File: src/rtl/vstep_counter_pkg.sv
package vstep_counter_pkg;

  // One strobe per operation; at most one is set in any cycle.
  typedef struct packed {
    logic doClear;
    logic doLoad;
    logic doAdd;
    logic doSub;
  } ctrlStrobes_t;

  localparam ctrlStrobes_t NO_STROBES = '{doClear: 1'b0, doLoad: 1'b0, doAdd: 1'b0, doSub: 1'b0};

endpackage

File: src/rtl/vstep_counter_ctrl.sv
module vstep_counter_ctrl
  import vstep_counter_pkg::*;
(
  input  logic         sysClk,
  input  logic         rstN,
  input  logic         stepBit,
  input  logic         clearBit,
  input  logic         loadBit,
  input  logic         upBit,
  output ctrlStrobes_t strobes
);

  // Last sampled level of the stepping bit. It resets to 1, so a level that
  // is already high when reset is released is not taken as a step event.
  logic prevStep;
  logic stepEvent;

  always_ff @(posedge sysClk) begin
    if (!rstN) prevStep <= 1'b1;
    else       prevStep <= stepBit;
  end

  assign stepEvent = stepBit & ~prevStep;

  // Fixed priority: clear, then load, then direction.
  always_comb begin
    strobes = NO_STROBES;
    if (stepEvent) begin
      if (clearBit)     strobes.doClear = 1'b1;
      else if (loadBit) strobes.doLoad  = 1'b1;
      else if (upBit)   strobes.doAdd   = 1'b1;
      else              strobes.doSub   = 1'b1;
    end
  end

endmodule

File: src/rtl/vstep_counter_dp.sv
module vstep_counter_dp
  import vstep_counter_pkg::*;
#(
  parameter int unsigned       W          = 16,
  parameter logic [W-1:0]      INIT_COUNT = '0
) (
  input  logic         sysClk,
  input  logic         rstN,
  input  ctrlStrobes_t strobes,
  input  logic [W-1:0] presetVal,
  input  logic [W-1:0] stepVal,
  output logic [W-1:0] countOut
);

  logic [W-1:0] countQ;
  logic [W-1:0] operandB;
  logic [W:0]   sumFull;
  logic [W-1:0] nextCount;

  // One shared adder: a subtract adds the inverted step with carry-in 1.
  assign operandB = strobes.doSub ? ~stepVal : stepVal;
  assign sumFull  = {1'b0, countQ} + {1'b0, operandB} + {{W{1'b0}}, strobes.doSub};

  always_comb begin
    nextCount = countQ;
    if (strobes.doClear)                   nextCount = '0;
    else if (strobes.doLoad)               nextCount = presetVal;
    else if (strobes.doAdd | strobes.doSub) nextCount = sumFull[W-1:0];
  end

  always_ff @(posedge sysClk) begin
    if (!rstN) countQ <= INIT_COUNT;
    else       countQ <= nextCount;
  end

  assign countOut = countQ;

endmodule

File: src/rtl/vstep_counter.sv
module vstep_counter
  import vstep_counter_pkg::*;
#(
  parameter int unsigned  W          = 16,
  parameter logic [W-1:0] INIT_COUNT = '0
) (
  input  logic         sysClk,
  input  logic         rstN,
  input  logic [W-1:0] stepClkWord,
  input  logic [W-1:0] clearWord,
  input  logic [W-1:0] loadWord,
  input  logic [W-1:0] upWord,
  input  logic [W-1:0] presetVal,
  input  logic [W-1:0] stepVal,
  output logic [W-1:0] countOut
);

  ctrlStrobes_t strobes;

  // Only bit 0 of each control word is used.
  logic unusedHighBits;
  assign unusedHighBits = ^{stepClkWord[W-1:1], clearWord[W-1:1], loadWord[W-1:1], upWord[W-1:1]};

  vstep_counter_ctrl ctrl_i (
    .sysClk  (sysClk),
    .rstN    (rstN),
    .stepBit (stepClkWord[0]),
    .clearBit(clearWord[0]),
    .loadBit (loadWord[0]),
    .upBit   (upWord[0]),
    .strobes (strobes)
  );

  vstep_counter_dp #(
    .W         (W),
    .INIT_COUNT(INIT_COUNT)
  ) dp_i (
    .sysClk   (sysClk),
    .rstN     (rstN),
    .strobes  (strobes),
    .presetVal(presetVal),
    .stepVal  (stepVal),
    .countOut (countOut)
  );

endmodule

File: config.mk
export PLATFORM = sky130hd
export DESIGN_NAME = vstep_counter
export DESIGN_NICKNAME = d
export VERILOG_FILES = /design/src/rtl/vstep_counter_pkg.sv /design/src/rtl/vstep_counter_ctrl.sv /design/src/rtl/vstep_counter_dp.sv /design/src/rtl/vstep_counter.sv
export SDC_FILE = /design/constraint.sdc
export NUM_CORES = 1
export LEC_CHECK = 0
export BUFFER_PORTS_ARGS = -buffer_cell sky130_fd_sc_hd__buf_4
export CAP_MARGIN = 20
export CORE_ASPECT_RATIO = 1.1
export CORE_MARGIN = 2
export CORE_UTILIZATION = 40
export CTS_CLUSTER_SIZE = 40
export DETAILED_ROUTE_END_ITERATION = 10
export GPL_TIMING_DRIVEN = 0
export PLACE_DENSITY = 0.85
export SLEW_MARGIN = 20
export SYNTH_ARGS = -nofsm -noshare
export SYNTH_HDL_FRONTEND = slang
export SYNTH_SLANG_ARGS = --single-unit
File: constraint.sdc
create_clock -name sysClk -period 4.2 [get_ports sysClk]
set_clock_uncertainty 0.05 [all_clocks]
set_input_delay 0 -clock sysClk [delete_from_list [all_inputs] [get_ports sysClk]]
set_output_delay 0 -clock sysClk [all_outputs]
set_load 0.02 [all_outputs]
==> results of run 1 <==
metal layers:
metal | up-vias | part of all wire [%]
li1 | 959 | -
met1 | 899 | 44
met2 | 62 | 50
met3 | 5 | 5.6
met4 | 0 | 0.72
met5 | - | 0
layout make-up:
cell class              instances  area [µm²]
multi-input cells             199        1350
fillers                       424        1950
well taps                      54        67.6
inverters                       4        15.0
plain buffers                  10        40.0
flip-flops and latches         17         340
repair buffers                 57         440
clock buffers                   4        45.0
worst reg2reg max path, stage by stage (launching register included):
cell      delay [ns]
dfxtp_1         0.32
or4b_1          0.45
buf_2           0.19
nor2_1          0.42
buf_2           0.42
xor2_1          0.17
fa_1            0.46
a21oi_1         0.21
o211ai_1        0.20
a31oi_1         0.38
o221ai_1        0.22
mux2i_1         0.19
nor2_1          0.06
kinds of logic after synthesis:
family / after synthesis / share of synthesized area [%]
DFF: 17 / 19.5
xor gates and xnor gates: 22 / 11.0
buffers and inverters: 14 / 3.15
and+or+nand+nor: 87 / 25.9
adders and majority gates: 17 / 12.6
AOI/OAI and AO/OA: 66 / 23.8
muxes: 7 / 4.08
metrics by stage:
stage	hold WS (ns)	utilization, %	setup WS, ns
6_report	0.0393	54.1	0.360
5_1_grt	0.0622	54.1	0.0308
4_1_cts	0.0372	54.1	0.323
3_5_place_dp	0.171	51.9	0.345
3_3_place_gp	0.165	51.9	0.370
2_1_floorplan	0.0230	-	0.891
report_power, final:
part / internal [mW] / total (mW) / switching [mW] / leakage [nW]
Clock: 0.0674 / 0.125 / 0.0577 / 0.0228
Sequential: 0.166 / 0.171 / 0.00508 / 0.138
Combinational: 0.0721 / 0.148 / 0.0761 / 0.885
Total: 0.306 / 0.444 / 0.139 / 1.05
synth_stat cells, drive strengths merged, types with 2 or more instances:
master | instances | area share (%)
a21oi | 22 | 6.3
nor2 | 22 | 4.7
nand2 | 18 | 3.9
dfxtp | 17 | 19
ha | 16 | 11
xor2 | 16 | 8.0
o21ai | 14 | 4.0
nand3 | 9 | 2.6
clkbuf | 8 | 1.7
nor2b | 7 | 2.5
o211ai | 7 | 3.0
mux2i | 6 | 3.4
nor3 | 6 | 2.4
or3 | 6 | 2.1
xnor2 | 6 | 3.0
a31oi | 4 | 1.4
inv | 4 | 0.86
a22oi | 3 | 1.3
nand2b | 3 | 1.1
a211oi | 2 | 0.86
a21o | 2 | 0.86
and2 | 2 | 0.72
and3 | 2 | 0.72
buf | 2 | 0.57
nand3b | 2 | 0.86
nor3b | 2 | 0.86
o211a | 2 | 1.1
o21bai | 2 | 0.86
or4 | 2 | 0.86
state kept, by name, indices dropped and copies added, names as in the netlist:
register and count:
ctrl_i.prevStep 1, dp_i.countOut 16
how the worst min path moves through the flow:
| stage | end | slack [ns] | depth (start not counted) |
|---|---|---|---|
| 4_1_cts | dp_i.countOut[3] | 0.04 | 4 |
| 2_1_floorplan | ctrl_i.prevStep | 0.02 | 1 |
| 6_report | dp_i.countOut[10] | 0.04 | 4 |
| 5_1_grt | dp_i.countOut[1] | 0.06 | 3 |
| 3_3_place_gp | ctrl_i.prevStep | 0.16 | 2 |
| 3_5_place_dp | ctrl_i.prevStep | 0.17 | 2 |
==> results.toml, run 1 <==
[synth]
yosysUniqueCellTypes = 46
syn_area_mm2 = 0.00175
ys.flop_type = "dfxtp_1"
synth_edf_count = 0
synthCells = 230
ys_ff_latch = 17
yosys_warnings = 0
syn-num-nets = 345
yosysSeqAreaShare_pct = 19.5
synth.avg_cell_area_um2 = 7.60
async_flop_share_pct = 0

[cts]
clock-root-buffer = "clkbuf_8"
cts_tree = "yes"
clock_latency_ns = 0.25
cts_buffer_depth = 2
htree_levels = 1
post_cts_resized = 0
clkTransAtPathRegs_ns = 0.07
cts_buffers = 3
cts_setup_buffers = 0
postCtsHoldBufs = 5
cts_num_sinks = 17

[setup_path]
worstPathCellList = "or4b_1 > buf_2 > nor2_1 > buf_2 > xor2_1 > fa_1 > a21oi_1 > o211ai_1 > a31oi_1 > o221ai_1 > mux2i_1 > nor2_1"
regToRegSetupSlack_ns = 0.36
critPathTopFamily = "compound AO/OA/AOI/OAI gates"
worst_ep_required_time_ns = 4.30
critPathCaptureType = "flop"
critical_path.slowest_cell = "fa_1"
cp.arrival_ns = 3.94
r2r-end = "dp_i.countOut[14]"
worst-setup-path-type = "reg -> reg"
critical_path_buf_inv_count = 2
r2r-start = "ctrl_i.prevStep"
path_depth = 12
start_kind = "flop"
startpoint = "ctrl_i.prevStep"
cp_max_fo = 10
cpPeakStageDelay_ns = 0.46
reg2reg_depth = 12
cp-endpoint = "dp_i.countOut[14]"

[final_layout]
layout_common_cells = "52 x buf_4, 22 x nor2_1, 22 x a21oi_1"
num-nets-final = 407
final_cells = 345
area_growth_syn_to_layout_pct = 31.6
final_common_cell = "buf_4"
finalInstanceArea_mm2 = 0.00230
antenna_cells = 0
drive_above_1_share_pct = 21.3

[grt]
grt_antenna_before_repair = 0
track_usage_pct = 20.5
grt_max_degree = 11
grt_pass1_wl_mm = 7.80
first_global_vias = 1795
grt_overflow = 0
grtUsageMet1_pct = 25.5
gr-max-usage-layer = "met2"
grt_util_met2_pct = 37.3
met3_usage_pct = 2.30

[routing]
drt-initial-drc-count = 92
first_pass_iters = 4
wl_per_cell_um = 14.0
vias = 1925
ant_nets = 0
avgViaCountPerCell = 5.58
wl_mm = 4.83
post-route-drc-count = 0

[timing]
worstMarginPinSlew_ns = 0.731
rsz0062_at_grt = "false"
period_minus_slack_ns = 3.84
fmax_mhz = 260
slew_viol_final = 0
timing.final.crit_share_pct = 91.4
finalSetupViolCount = 0
hold_violations = 0
timing.setup.tns_ns = 0
slew_headroom_pct = 51.1

[placement]
numPortBuffers = 52
place_area_mm2 = 0.00221
post-dp-hpwl_mm = 3.66
place_inst = 336
gp_congestion = 0.883

[floorplanning]
rows = 25
initial_utilization_pct = 41.1
die_area_mm2 = 0.00492
num_io_pins = 114
coreArea_mm2 = 0.00425
die_w_um = 67.0
die_h_um = 73.3

[pwr]
power.density_mw_per_mm2 = 193
p_total_mw = 0.444
ir_drop_mv = 0.0908
power.leakage_nw = 1.05

[worst_hold_path]
min-delay-path-class = "in -> reg"
hp-start = "presetVal[10]"

[run]
drv_cap = 0

[run_status]
outcome = "completed"
Note: power is estimated with default switching activity, not from simulation.
==> run 2, diff against run 1 <==
Settings changed: CELL_PAD_IN_SITES_DETAIL_PLACEMENT from default to 0, CELL_PAD_IN_SITES_GLOBAL_PLACEMENT from default to 1, CORE_UTILIZATION 40 to 29, PLACE_DENSITY 0.85 to 0.9.
==> run 2 against run 1 <==
Net effect:
- non-clock buffer count stayed put
- first-iteration DRC count grew 9.8%
- register-to-register slack got worse by 0.08 ns
- total power up 2.2%
- routed wire length grew 6.4%
- critical endpoint is now dp_i.countOut[15]
- worst hold slack got worse by 0.0032 ns
- count of clock-buffer cells in the layout unchanged
- combinational power about the same
- sequential share of layout area shrank 0.18 points
- largest cell class unchanged
- flip-flop and latch count unchanged
- critical path depth did not move
- global-route usage down 5.3 points
==> results.toml, run 2 (synthesis results as in run 1) <==
[run_status]
outcome = "completed"

[setup_path]
cpPeakStageDelay_ns = 0.46
critical_path_buf_inv_count = 2
cp.arrival_ns = 4.03
worstPathCellList = "or4b_1 > buf_2 > nor2_1 > buf_2 > xor2_1 > ha_1 > a21oi_1 > nor2_1 > or3_1 > a31oi_1 > a211oi_1 > nor4b_1"
worst_ep_required_time_ns = 4.31
r2r-start = "ctrl_i.prevStep"
startpoint = "ctrl_i.prevStep"
critPathCaptureType = "flop"
critical_path.slowest_cell = "or4b_1"
critPathTopFamily = "simple AND/OR/NAND/NOR gates"
start_kind = "flop"
cp_max_fo = 10
worst-setup-path-type = "reg -> reg"

[run]
drv_cap = 0

[placement]
numPortBuffers = 52
gp_congestion = 0.835
place_inst = 359
post-dp-hpwl_mm = 3.99

[timing]
fmax_mhz = 255
timing.setup.tns_ns = 0
slew_viol_final = 0
worstMarginPinSlew_ns = 0.777
rsz0062_at_grt = "false"
slew_headroom_pct = 48.0
timing.final.crit_share_pct = 93.3
hold_violations = 0
period_minus_slack_ns = 3.92
finalSetupViolCount = 0

[floorplanning]
die_area_mm2 = 0.00666
rows = 29
initial_utilization_pct = 30.1
die_w_um = 78.0
die_h_um = 85.4
coreArea_mm2 = 0.00581
num_io_pins = 114

[cts]
cts_tree = "yes"
cts_setup_buffers = 0
clkTransAtPathRegs_ns = 0.08
cts_num_sinks = 17
clock_latency_ns = 0.26
post_cts_resized = 0
htree_levels = 1
clock-root-buffer = "clkbuf_8"
cts_buffer_depth = 2
cts_buffers = 3
postCtsHoldBufs = 5

[grt]
track_usage_pct = 15.2
grt_max_degree = 11
grt_pass1_wl_mm = 8.15
grt_overflow = 0
grt_antenna_before_repair = 0
first_global_vias = 1692

[routing]
first_pass_iters = 4
drt-initial-drc-count = 101
wl_mm = 5.14
routedLengthMet1_mm = 2.26
vias = 1860
ant_nets = 0
met3_length_um = 225
route.top_layer_used = "met4"
post-route-drc-count = 0
met2_length_mm = 2.64
wl_per_cell_um = 14.0
avgViaCountPerCell = 5.05

[final_layout]
drive_above_1_share_pct = 21.3
antenna_cells = 0
layout_common_cells = "52 x buf_4, 22 x nor2_1, 22 x a21oi_1"
final_cells = 368
largest_reg_flops = 16
final_common_cell = "buf_4"
area_growth_syn_to_layout_pct = 33.3
num-nets-final = 407
fill_cells = 638

[worst_hold_path]
hp-start = "presetVal[3]"
min-delay-path-class = "in -> reg"

[pwr]
power.density_mw_per_mm2 = 195
ir_drop_mv = 0.120
power.leakage_nw = 1.05
==> run 2: cell counts in the layout (fill, tap and decap cells not counted) <==
No cell type changed its count.
==> run 2: worst paths after layout <==
kind,end,slack (ns),cells after the start
min reg2reg,dp_i.countOut[3],0.49,1
max,dp_i.countOut[15],0.28,12
max reg2reg,dp_i.countOut[15],0.28,12
min,dp_i.countOut[3],0.04,4
==> run 2: layout make-up <==
cell class / count / area (µm²) / share of cell area [%]
sequential: 17 / 340 / 14.6
buffer: 10 / 40.0 / 1.72
timing repair buffer: 57 / 440 / 18.9
inverter: 4 / 15.0 / 0.644
multi-input combinational: 199 / 1350 / 58.1
clock buffer: 4 / 45.0 / 1.93
tap: 77 / 96.3 / 4.14
==> run 2: through the flow <==
stage | setup slack (ns) | area, µm² | power, mW | hold WS (ns) | util [%]
detailed placement | 0.260 | 2230 | 0.320 | 0.168 | 38.5
global route | 0.00242 | 2330 | 0.480 | 0.0766 | 40.1
CTS | 0.248 | 2330 | 0.456 | 0.0353 | 40.1
global placement | 0.298 | 2230 | 0.318 | 0.166 | 38.5
finish | 0.280 | 2330 | 0.454 | 0.0361 | 40.1
floorplan | 0.891 | 1750 | 0.262 | 0.0230 | -
==> run 2: metal layers <==
| metal | track usage (%) | up-vias |
|---|---|---|
| met5 | 0 | - |
| met4 | 1.44 | 0 |
| met3 | 2.66 | 5 |
| met2 | 27.3 | 47 |
| met1 | 19.7 | 847 |
| li1 | - | 961 |
==> run 2: worst register-to-register path: stages, from the launching register on <==
cell      delay [ns]
dfxtp_1         0.32
or4b_1          0.46
buf_2           0.20
nor2_1          0.43
buf_2           0.41
xor2_1          0.19
ha_1            0.30
a21oi_1         0.32
nor2_1          0.11
or3_1           0.36
a31oi_1         0.26
a211oi_1        0.11
nor4b_1         0.31
==> run 2: report_power, final <==
part	switching [mW]	internal, mW
Combinational	0.0768	0.0719
Clock	0.0669	0.0676
Sequential	0.00496	0.166
Total	0.149	0.306
==> run 3, diff against run 2 <==
Settings changed: CTS_BUF_LIST from default to sky130_fd_sc_hd__clkbuf_4 sky130_fd_sc_hd__clkbuf_8.
==> run 3 against run 2 <==
Net effect:
- first-iteration DRC count rose by 11%
- clock power rose by 4%
- worst hold slack barely moved
- maximum frequency barely moved
- flip-flop and latch count did not move
- die area did not move
- final area rose by 0.16%
==> results.toml, run 3 (synthesis results as in run 1) <==
[floorplanning]
die_w_um = 78.0
rows = 29
die_area_mm2 = 0.00666
initial_utilization_pct = 30.1
coreArea_mm2 = 0.00581
die_h_um = 85.4
num_io_pins = 114

[setup_path]
cp-endpoint = "dp_i.countOut[15]"
cpPeakStageDelay_ns = 0.46
r2r-start = "ctrl_i.prevStep"
startpoint = "ctrl_i.prevStep"
cp_max_fo = 10
worst_ep_required_time_ns = 4.31
cp.arrival_ns = 4.03
critical_path_buf_inv_count = 2
regToRegSetupSlack_ns = 0.28
critical_path.slowest_cell = "or4b_1"
r2r-end = "dp_i.countOut[15]"
worstPathCellList = "or4b_1 > buf_2 > nor2_1 > buf_2 > xor2_1 > ha_1 > a21oi_1 > nor2_1 > or3_1 > a31oi_1 > a211oi_1 > nor4b_1"
reg2reg_depth = 12
start_kind = "flop"
worst-setup-path-type = "reg -> reg"
critPathTopFamily = "simple AND/OR/NAND/NOR gates"
path_depth = 12
critPathCaptureType = "flop"

[final_layout]
antenna_cells = 0
largest_reg_flops = 16
drive_above_1_share_pct = 21.6
final_common_cell = "buf_4"
area_growth_syn_to_layout_pct = 33.5
multiInputGateArea_mm2 = 0.00135
layout_common_cells = "52 x buf_4, 22 x nor2_1, 22 x a21oi_1"
register_area_um2 = 340
num-nets-final = 407
fill_cells = 636

[pwr]
ir_drop_mv = 0.120
comb_power_share_pct = 32.3
p_total_mw = 0.461
internal-power_mw = 0.312
power.leakage_nw = 1.05
pwr-share-seq_pct = 37.1
swShare_pct = 32.3
power.density_mw_per_mm2 = 197
pwr-share-clk_pct = 30.6
switchingPower_mw = 0.149

[routing]
ant_nets = 0
vias = 1863
avgViaCountPerCell = 5.06
wl_mm = 5.14
drt-initial-drc-count = 112
wl_per_cell_um = 14.0
first_pass_iters = 4
post-route-drc-count = 0

[grt]
grt_max_degree = 11
grt_pass1_wl_mm = 8.15
track_usage_pct = 15.2
grt_overflow = 0
first_global_vias = 1692
grt_antenna_before_repair = 0

[cts]
cts_num_sinks = 17
cts_buffer_depth = 2
post_cts_resized = 0
cts_tree = "yes"
clock_latency_ns = 0.26
htree_levels = 1
clkTransAtPathRegs_ns = 0.08
clock-root-buffer = "clkbuf_8"
cts_buffers = 3

[timing]
finalSetupViolCount = 0
slew_headroom_pct = 47.5
hold_violations = 0
timing.final.crit_share_pct = 93.3
timing.setup.tns_ns = 0
worstMarginPinSlew_ns = 0.784
rsz0062_at_grt = "false"
slew_viol_final = 0
period_minus_slack_ns = 3.92
fmax_mhz = 255

[placement]
numPortBuffers = 52
gp_congestion = 0.835
post-dp-hpwl_mm = 3.99

[run]
drv_cap = 0

[worst_hold_path]
hp-start = "presetVal[3]"
min-delay-path-class = "in -> reg"

[run_status]
outcome = "completed"
run 3: cell counts in the layout (fill, tap and decap cells not counted):
No cell type changed its count.
run 3: worst min-delay path by stage:
stage                                  end  cells after the start
after detailed placement   ctrl_i.prevStep                      2
after global routing      dp_i.countOut[2]                      5
after CTS                 dp_i.countOut[3]                      4
final                     dp_i.countOut[3]                      4
after floorplan            ctrl_i.prevStep                      1
after global placement     ctrl_i.prevStep                      2
run 3: through the flow:
step                      hold slack, ns  setup WS, ns  utilization (%)  std cells  cell area [µm²]
final                             0.0357         0.280             40.2        368             2330
after floorplan                   0.0230         0.891                -        230             1750
after global routing              0.0766       0.00242             40.2        368             2330
after detailed placement           0.168         0.260             38.5        359             2230
after global placement             0.166         0.298             38.5        359             2230
after CTS                         0.0353         0.249             40.2        368             2330
run 3: area by class of cell:
cell class	instances	area share (%)
Multi-Input combinational cell	199	58.0
Clock buffer	4	2.09
Inverter	4	0.643
Sequential cell	17	14.6
Timing Repair Buffer	57	18.9
Tap cell	77	4.13
Buffer	10	1.72
run 3: worst register-to-register path: cells and delay by family, from the launching register on:
family          cells  cell delay [ns]
xor+xnor            1             0.19
simple gates        5             1.66
fa+ha+maj           1             0.30
compound gates      3             0.69
buf+inv             2             0.62
flops               1             0.32
run 3: power groups by stage:
stage | clock network [mW] | logic [mW] | registers, mW
after floorplan | 0 | 0.0828 | 0.179
after global placement | 0 | 0.143 | 0.175
after detailed placement | 0 | 0.145 | 0.175
after CTS | 0.143 | 0.149 | 0.171
after global routing | 0.150 | 0.164 | 0.172
final | 0.141 | 0.149 | 0.171
run 3: what timing repair did:
| item | CTS | global route |
|---|---|---|
| setup endpoints to repair | 0 | 0 |
| setup buffers | 0 | 0 |
| hold buffers | 5 | 0 |
| hold endpoints to repair | 7 | 0 |
run 3: layer usage:
metal	up-vias	part of all wire (%)	wire [µm]	global-route usage (%)
met5	-	0	0	0
met4	0	0.31	16	1.44
met3	5	4.2	215	2.66
met2	42	51	2630	27.3
met1	855	44	2280	19.7
li1	961	-	-	-
